===== src/rtl/msrch_pkg.sv =====
package msrch_pkg;

  localparam int DEF_ENTRIES = 16;
  localparam int DEF_DATA_W  = 4;

  // An entry takes part in a search only when its index lies below the bound.
  function automatic logic in_window(input int idx, input int bound);
    return idx < bound;
  endfunction

  // A word matches when the two values are equal in every bit.
  function automatic logic word_eq(input logic [31:0] a, input logic [31:0] b);
    return a == b;
  endfunction

endpackage


===== src/rtl/msrch_store.sv =====
module msrch_store #(
  parameter int ENTRIES = msrch_pkg::DEF_ENTRIES,
  parameter int DATA_W  = msrch_pkg::DEF_DATA_W,
  localparam int IDX_W  = $clog2(ENTRIES)
) (
  input  logic                      clk,
  input  logic                      rst,
  input  logic                      wr_en,
  input  logic [IDX_W-1:0]          wr_addr,
  input  logic [DATA_W-1:0]         wr_data,
  output logic [ENTRIES*DATA_W-1:0] cells_flat
);

  for (genvar g = 0; g < ENTRIES; g++) begin : g_cell
    logic [DATA_W-1:0] cell_q;
    always_ff @(posedge clk) begin
      if (rst) begin
        cell_q <= '0;
      end else if (wr_en && (wr_addr == IDX_W'(g))) begin
        cell_q <= wr_data;
      end
    end
    assign cells_flat[g*DATA_W +: DATA_W] = cell_q;
  end

endmodule


===== src/rtl/msrch_compare.sv =====
module msrch_compare #(
  parameter int ENTRIES = msrch_pkg::DEF_ENTRIES,
  parameter int DATA_W  = msrch_pkg::DEF_DATA_W,
  localparam int BND_W  = $clog2(ENTRIES + 1)
) (
  input  logic [ENTRIES*DATA_W-1:0] cells_flat,
  input  logic [DATA_W-1:0]         key,
  input  logic [BND_W-1:0]          bound,
  output logic [ENTRIES-1:0]        hit_vec
);

  logic [ENTRIES-1:0] window;
  logic [ENTRIES-1:0] equal;

  for (genvar g = 0; g < ENTRIES; g++) begin : g_lane
    // thermometer decode of the bound
    assign window[g] = msrch_pkg::in_window(g, int'(bound));
    assign equal[g]  = msrch_pkg::word_eq(32'(cells_flat[g*DATA_W +: DATA_W]), 32'(key));
    assign hit_vec[g] = window[g] & equal[g];
  end

endmodule


===== src/rtl/msrch_encode.sv =====
module msrch_encode #(
  parameter int ENTRIES = msrch_pkg::DEF_ENTRIES,
  localparam int BND_W  = $clog2(ENTRIES + 1)
) (
  input  logic [ENTRIES-1:0] hit_vec,
  input  logic [BND_W-1:0]   bound,
  output logic [BND_W-1:0]   pick,
  output logic               any_hit
);

  // Higher indices are visited later and overwrite lower ones.
  always_comb begin
    pick = bound;
    for (int i = 0; i < ENTRIES; i++) begin
      if (hit_vec[i]) pick = BND_W'(i);
    end
  end

  assign any_hit = |hit_vec;

endmodule


===== src/rtl/msrch_top.sv =====
module msrch_top #(
  parameter int ENTRIES = msrch_pkg::DEF_ENTRIES,
  parameter int DATA_W  = msrch_pkg::DEF_DATA_W,
  localparam int IDX_W  = $clog2(ENTRIES),
  localparam int BND_W  = $clog2(ENTRIES + 1)
) (
  input  logic              clk,
  input  logic              rst,
  input  logic              wr_en,
  input  logic [IDX_W-1:0]  wr_addr,
  input  logic [DATA_W-1:0] wr_data,
  input  logic              srch_en,
  input  logic [DATA_W-1:0] srch_key,
  input  logic [BND_W-1:0]  srch_bound,
  output logic [BND_W-1:0]  res_idx,
  output logic              res_valid
);

  logic [ENTRIES*DATA_W-1:0] cells_flat;
  logic [ENTRIES-1:0]        hit_vec;
  logic [BND_W-1:0]          pick;
  logic                      any_hit;

  msrch_store #(.ENTRIES(ENTRIES), .DATA_W(DATA_W)) u_store (
    .clk       (clk),
    .rst       (rst),
    .wr_en     (wr_en),
    .wr_addr   (wr_addr),
    .wr_data   (wr_data),
    .cells_flat(cells_flat)
  );

  msrch_compare #(.ENTRIES(ENTRIES), .DATA_W(DATA_W)) u_cmp (
    .cells_flat(cells_flat),
    .key       (srch_key),
    .bound     (srch_bound),
    .hit_vec   (hit_vec)
  );

  msrch_encode #(.ENTRIES(ENTRIES)) u_enc (
    .hit_vec(hit_vec),
    .bound  (srch_bound),
    .pick   (pick),
    .any_hit(any_hit)
  );

  always_ff @(posedge clk) begin
    if (rst) begin
      res_idx   <= '0;
      res_valid <= 1'b0;
    end else begin
      res_valid <= srch_en;
      if (srch_en) res_idx <= pick;
    end
  end

endmodule


===== config.mk =====
export PLATFORM = sky130hd
export DESIGN_NAME = msrch_top
export DESIGN_NICKNAME = d
export VERILOG_FILES = /design/src/rtl/msrch_pkg.sv /design/src/rtl/msrch_store.sv /design/src/rtl/msrch_compare.sv /design/src/rtl/msrch_encode.sv /design/src/rtl/msrch_top.sv
export SDC_FILE = /design/constraint.sdc
export NUM_CORES = 1
export LEC_CHECK = 0
export ABC_AREA = 1
export BUFFER_PORTS_ARGS = -buffer_cell sky130_fd_sc_hd__buf_2
export CAP_MARGIN = 20
export CORE_UTILIZATION = 50
export CTS_CLUSTER_DIAMETER = 50
export DETAILED_ROUTE_END_ITERATION = 10
export PLACE_DENSITY = 0.74
export SLEW_MARGIN = 20
export SYNTH_ARGS = -nofsm -noshare
export SYNTH_HDL_FRONTEND = slang
export SYNTH_HIERARCHICAL = 1
export SYNTH_SLANG_ARGS = --single-unit

===== constraint.sdc =====
create_clock -name clk -period 1.66 [get_ports clk]
set_input_delay 0 -clock clk [delete_from_list [all_inputs] [get_ports clk]]
set_output_delay 0 -clock clk [all_outputs]
set_load 0.1 [all_outputs]

==> metrics.txt <==
# TYPE chip_impl_metric gauge
chip_impl_metric{name="instances_no_fill",unit=""} 893
chip_impl_metric{name="combinational_cell_fraction_of_total_power",unit="%"} 18.8
chip_impl_metric{name="layout-drive-gt1-share",unit="%"} 18.78
chip_impl_metric{name="detail_route.wl_per_cell",unit="um"} 12.63
chip_impl_metric{name="synth_seq_cells",unit=""} 70
chip_impl_metric{name="clockPowerShare",unit="%"} 42.0
chip_impl_metric{name="slew_violations",unit=""} 0
chip_impl_metric{name="finish.instance_area",unit="sq um"} 5194
chip_impl_metric{name="max_slew.worst_pin.slew",unit="ps"} 530.5
chip_impl_metric{name="clk_transition_reported_paths",unit="ps"} 80
chip_impl_metric{name="slew_headroom",unit="%"} 64.59
chip_impl_metric{name="final-hold-violation-count",unit=""} 0
chip_impl_metric{name="design.core.area",unit="sq um"} 8258
chip_impl_metric{name="global_route.usage.met1",unit="%"} 33.68
chip_impl_info{name="critical_setup_path_class",value="register to register"} 1
chip_impl_metric{name="final_critical_path_setup_slack",unit="ps"} -242.9
chip_impl_metric{name="grt_overflow_total",unit=""} 0
chip_impl_metric{name="syn_area_per_cell",unit="sq um"} 5.916
chip_impl_metric{name="synthesis.area",unit="sq um"} 4272
chip_impl_metric{name="clock_sink_count",unit=""} 70
chip_impl_metric{name="drtIter0Drc",unit=""} 308
chip_impl_metric{name="finalSetupViolations",unit=""} 5
chip_impl_metric{name="antenna-diode-count",unit=""} 0
chip_impl_metric{name="final_antenna_net_count",unit=""} 0
chip_impl_metric{name="critical_path_arrival",unit="ps"} 2170
chip_impl_metric{name="fin_crit",unit="ps"} 1903
chip_impl_metric{name="chipHeight",unit="um"} 94.43
chip_impl_metric{name="data_required_time_of_the_worst_path",unit="ps"} 1930
chip_impl_info{name="final_common_cell",value="nand2_1"} 1
chip_impl_metric{name="initial_cell_density_of_the_core",unit="%"} 51.73
chip_impl_metric{name="ctsHtreeMaxLevel",unit=""} 3
chip_impl_metric{name="power_switching_share",unit="%"} 28.68
chip_impl_info{name="crit_path_top_delay_cell",value="dfxtp_2"} 1
chip_impl_metric{name="crit_fanout",unit=""} 3
chip_impl_metric{name="io_buffer_count",unit=""} 26
chip_impl_metric{name="num_rows",unit=""} 33
chip_impl_info{name="outcome",value="finished with violations"} 1
chip_impl_metric{name="first_pass_grt_wire_length",unit="mm"} 18.42
chip_impl_metric{name="grtUsageTotal",unit="%"} 27.45
chip_impl_info{name="violations",value="negative setup slack"} 1
chip_impl_metric{name="wl",unit="mm"} 11.28
chip_impl_metric{name="vias_in_the_first_global_route",unit=""} 3902
chip_impl_info{name="worst_path_most_repeated_cell",value="nand2_1"} 1
chip_impl_info{name="final_cell_mix",value="nand2_1, nor2_1, dfxtp_1, inv_1, buf_4"} 1
chip_impl_info{name="cts_tree",value="built"} 1
chip_impl_metric{name="gr-usage-met3",unit="%"} 4.750
chip_impl_metric{name="internal-power",unit="uW"} 3190
chip_impl_metric{name="synth_top_area_share",unit="%"} 32.81
chip_impl_metric{name="seq_area",unit="sq um"} 1409
chip_impl_metric{name="ir_worst_vdd",unit="mV"} 0.4238
chip_impl_metric{name="number_of_antenna_violations_at_the_first_check_in_global_routing",unit=""} 0
chip_impl_metric{name="max_cap_violations",unit=""} 0
chip_impl_info{name="clock_tree.root_cell",value="clkbuf_8"} 1
chip_impl_metric{name="n_fill_cell",unit=""} 782
chip_impl_metric{name="clk-insertion-delay-late",unit="ps"} 360
chip_impl_metric{name="route.detailed.drc",unit=""} 0
chip_impl_metric{name="routed_via_density",unit=""} 4.809
chip_impl_metric{name="achievable-frequency",unit="GHz"} 0.5255
chip_impl_metric{name="tritoncts.num_buffers",unit=""} 9
chip_impl_metric{name="place_hpwl",unit="mm"} 7.959
chip_impl_metric{name="maximum_number_of_pins_on_one_net_before_global_route_repair",unit=""} 65
chip_impl_metric{name="final.setup_skew",unit="ps"} 3.393
chip_impl_metric{name="power_per_cell_area",unit="nW/um^2"} 861.2
chip_impl_metric{name="area_growth",unit="%"} 21.59
chip_impl_metric{name="synthesis.nets",unit=""} 743
chip_impl_info{name="grt_setup_unrepaired",value="yes"} 1
chip_impl_metric{name="vias",unit=""} 4294
chip_impl_info{name="busiest_layer",value="met2"} 1
chip_impl_metric{name="yosysUniqueCellTypes",unit=""} 26
chip_impl_info{name="cell_taking_the_most_area_after_synthesis",value="dfxtp_1"} 1
chip_impl_metric{name="drt_pre_antenna_iters",unit=""} 6
chip_impl_metric{name="synth-seq-area-share",unit="%"} 32.81
chip_impl_metric{name="fp.dieArea",unit="sq um"} 8917
chip_impl_metric{name="reg2reg_setup_slack",unit="ps"} -240
chip_impl_metric{name="cp_slowest_stage_delay",unit="ps"} 360
chip_impl_metric{name="fin_hold_ws",unit="ps"} 2.974
chip_impl_info{name="holdCritPathClass",value="input pin to register"} 1
chip_impl_metric{name="final_net_count",unit=""} 804
chip_impl_metric{name="seqPwrFrac",unit="%"} 39.2
chip_impl_info{name="synth_area_leaders",value="dfxtp_1, nand2_1, nor2_1"} 1
chip_impl_metric{name="worst_r2r_path_depth",unit=""} 27
chip_impl_metric{name="design_power_total",unit="uW"} 4473
chip_impl_metric{name="dpl.cell_count",unit=""} 868
chip_impl_metric{name="num_io_pins",unit=""} 27
chip_impl_metric{name="placement.cell_area",unit="sq um"} 4738
chip_impl_metric{name="p_leak",unit="uW"} 0.002388
chip_impl_metric{name="p_switching",unit="uW"} 1283
chip_impl_metric{name="layout_worst_path_cycle_share",unit="%"} 114.6
chip_impl_metric{name="multi_input_comb_area",unit="sq um"} 2542
chip_impl_metric{name="yosysWarnings",unit=""} 6
chip_impl_metric{name="post-place-ws",unit="ps"} -242.3
chip_impl_info{name="crit_path_start_kind",value="register"} 1
chip_impl_metric{name="whs_path_depth",unit=""} 3
chip_impl_metric{name="final_weighted_congestion_in_routability_driven_placement",unit=""} 0.9316
chip_impl_metric{name="ctsLongestPathBuffers",unit=""} 2
chip_impl_metric{name="use_met2",unit="%"} 45.59
chip_impl_info{name="end_kind",value="register"} 1
chip_impl_metric{name="post_syn_instances",unit=""} 722
chip_impl_metric{name="die_w",unit="um"} 94.43
per-stage QoR:
stage	setup TNS [ps]	utilization, %
floorplan	-30.45	-
global placement	-526.4	57.38
detailed placement	-557.0	57.38
CTS	-674.4	61.55
global route	-1554	62.89
finish	-586.9	62.89
Yosys cell counts:
master	n
xnor2_1	29
nand3_1	32
nor2_1	181
clkinv_1	1
o21ai_0	1
nand3b_1	1
nand2_2	1
nand4_1	5
a21oi_1	1
a21o_1	1
buf_4	4
nor2_2	9
nand2_1	271
dfxtp_1	70
o21ai_1	2
nor2_4	10
or2_1	3
nand3_4	2
inv_2	10
or2_0	1
buf_6	6
buf_1	8
buf_2	2
or2_2	3
inv_1	66
nor4_1	2
registers in the layout, indices dropped and copies added, names as in the netlist:
| signal | flops |
|---|---|
| u_store/g_cell.cell_q | 64 |
| res_valid | 1 |
| res_idx | 5 |
critical path, delay by kind of cell (launching register included):
kind	cells	cell delay, ps
simple gates	24	1310
flops	1	360
buf+inv	3	120
area by class of cell:
class,count,share of cell area [%]
clock buffers,9,2.385
clock inverters,7,2.795
inverters,77,5.565
multi-input cells,555,48.95
flip-flops and latches,70,27.13
well taps,105,2.530
repair buffers,70,10.65
repair_timing:
action,4_1_cts,5_1_grt
endpoints found under the setup margin,5,5
pin swaps,1,8
hold endpoints to repair,10,0
resized for setup,2,30
hold buffers,7,0
setup buffers,0,3
worst paths after layout:
kind,start,end
setup / recovery,u_store/g_cell[0].cell_q[2],res_idx[0]
hold / removal,srch_en,res_idx[3]
setup reg to reg,u_store/g_cell[0].cell_q[2],res_idx[0]
hold reg to reg,res_idx[3],res_idx[3]
metal layers:
layer / vias to the layer above / routed length [um] / share of wire [%]
met4: 0 / 418 / 3.7
met1: 1870 / 4883 / 43
met3: 28 / 680 / 6.0
met2: 132 / 5292 / 47
met5: - / 0 / 0
li1: 2264 / - / -
power by group through the flow:
| stage | sequential, uW | clock [uW] | combinational (uW) |
|---|---|---|---|
| floorplan | 1880 | 0 | 458 |
| global placement | 1790 | 0 | 765 |
| detailed placement | 1790 | 0 | 778 |
| CTS | 1750 | 1900 | 797 |
| global route | 1760 | 1960 | 934 |
| finish | 1750 | 1880 | 842 |
kinds of logic after synthesis:
logic type,synth area share [%]
buffers and inverters,9.988
flip-flops,32.81
AO/OA/AOI/OAI,0.6443
AND/OR/NAND/NOR,50.62
XOR/XNOR,5.946
(Power assumes the default switching activity.)
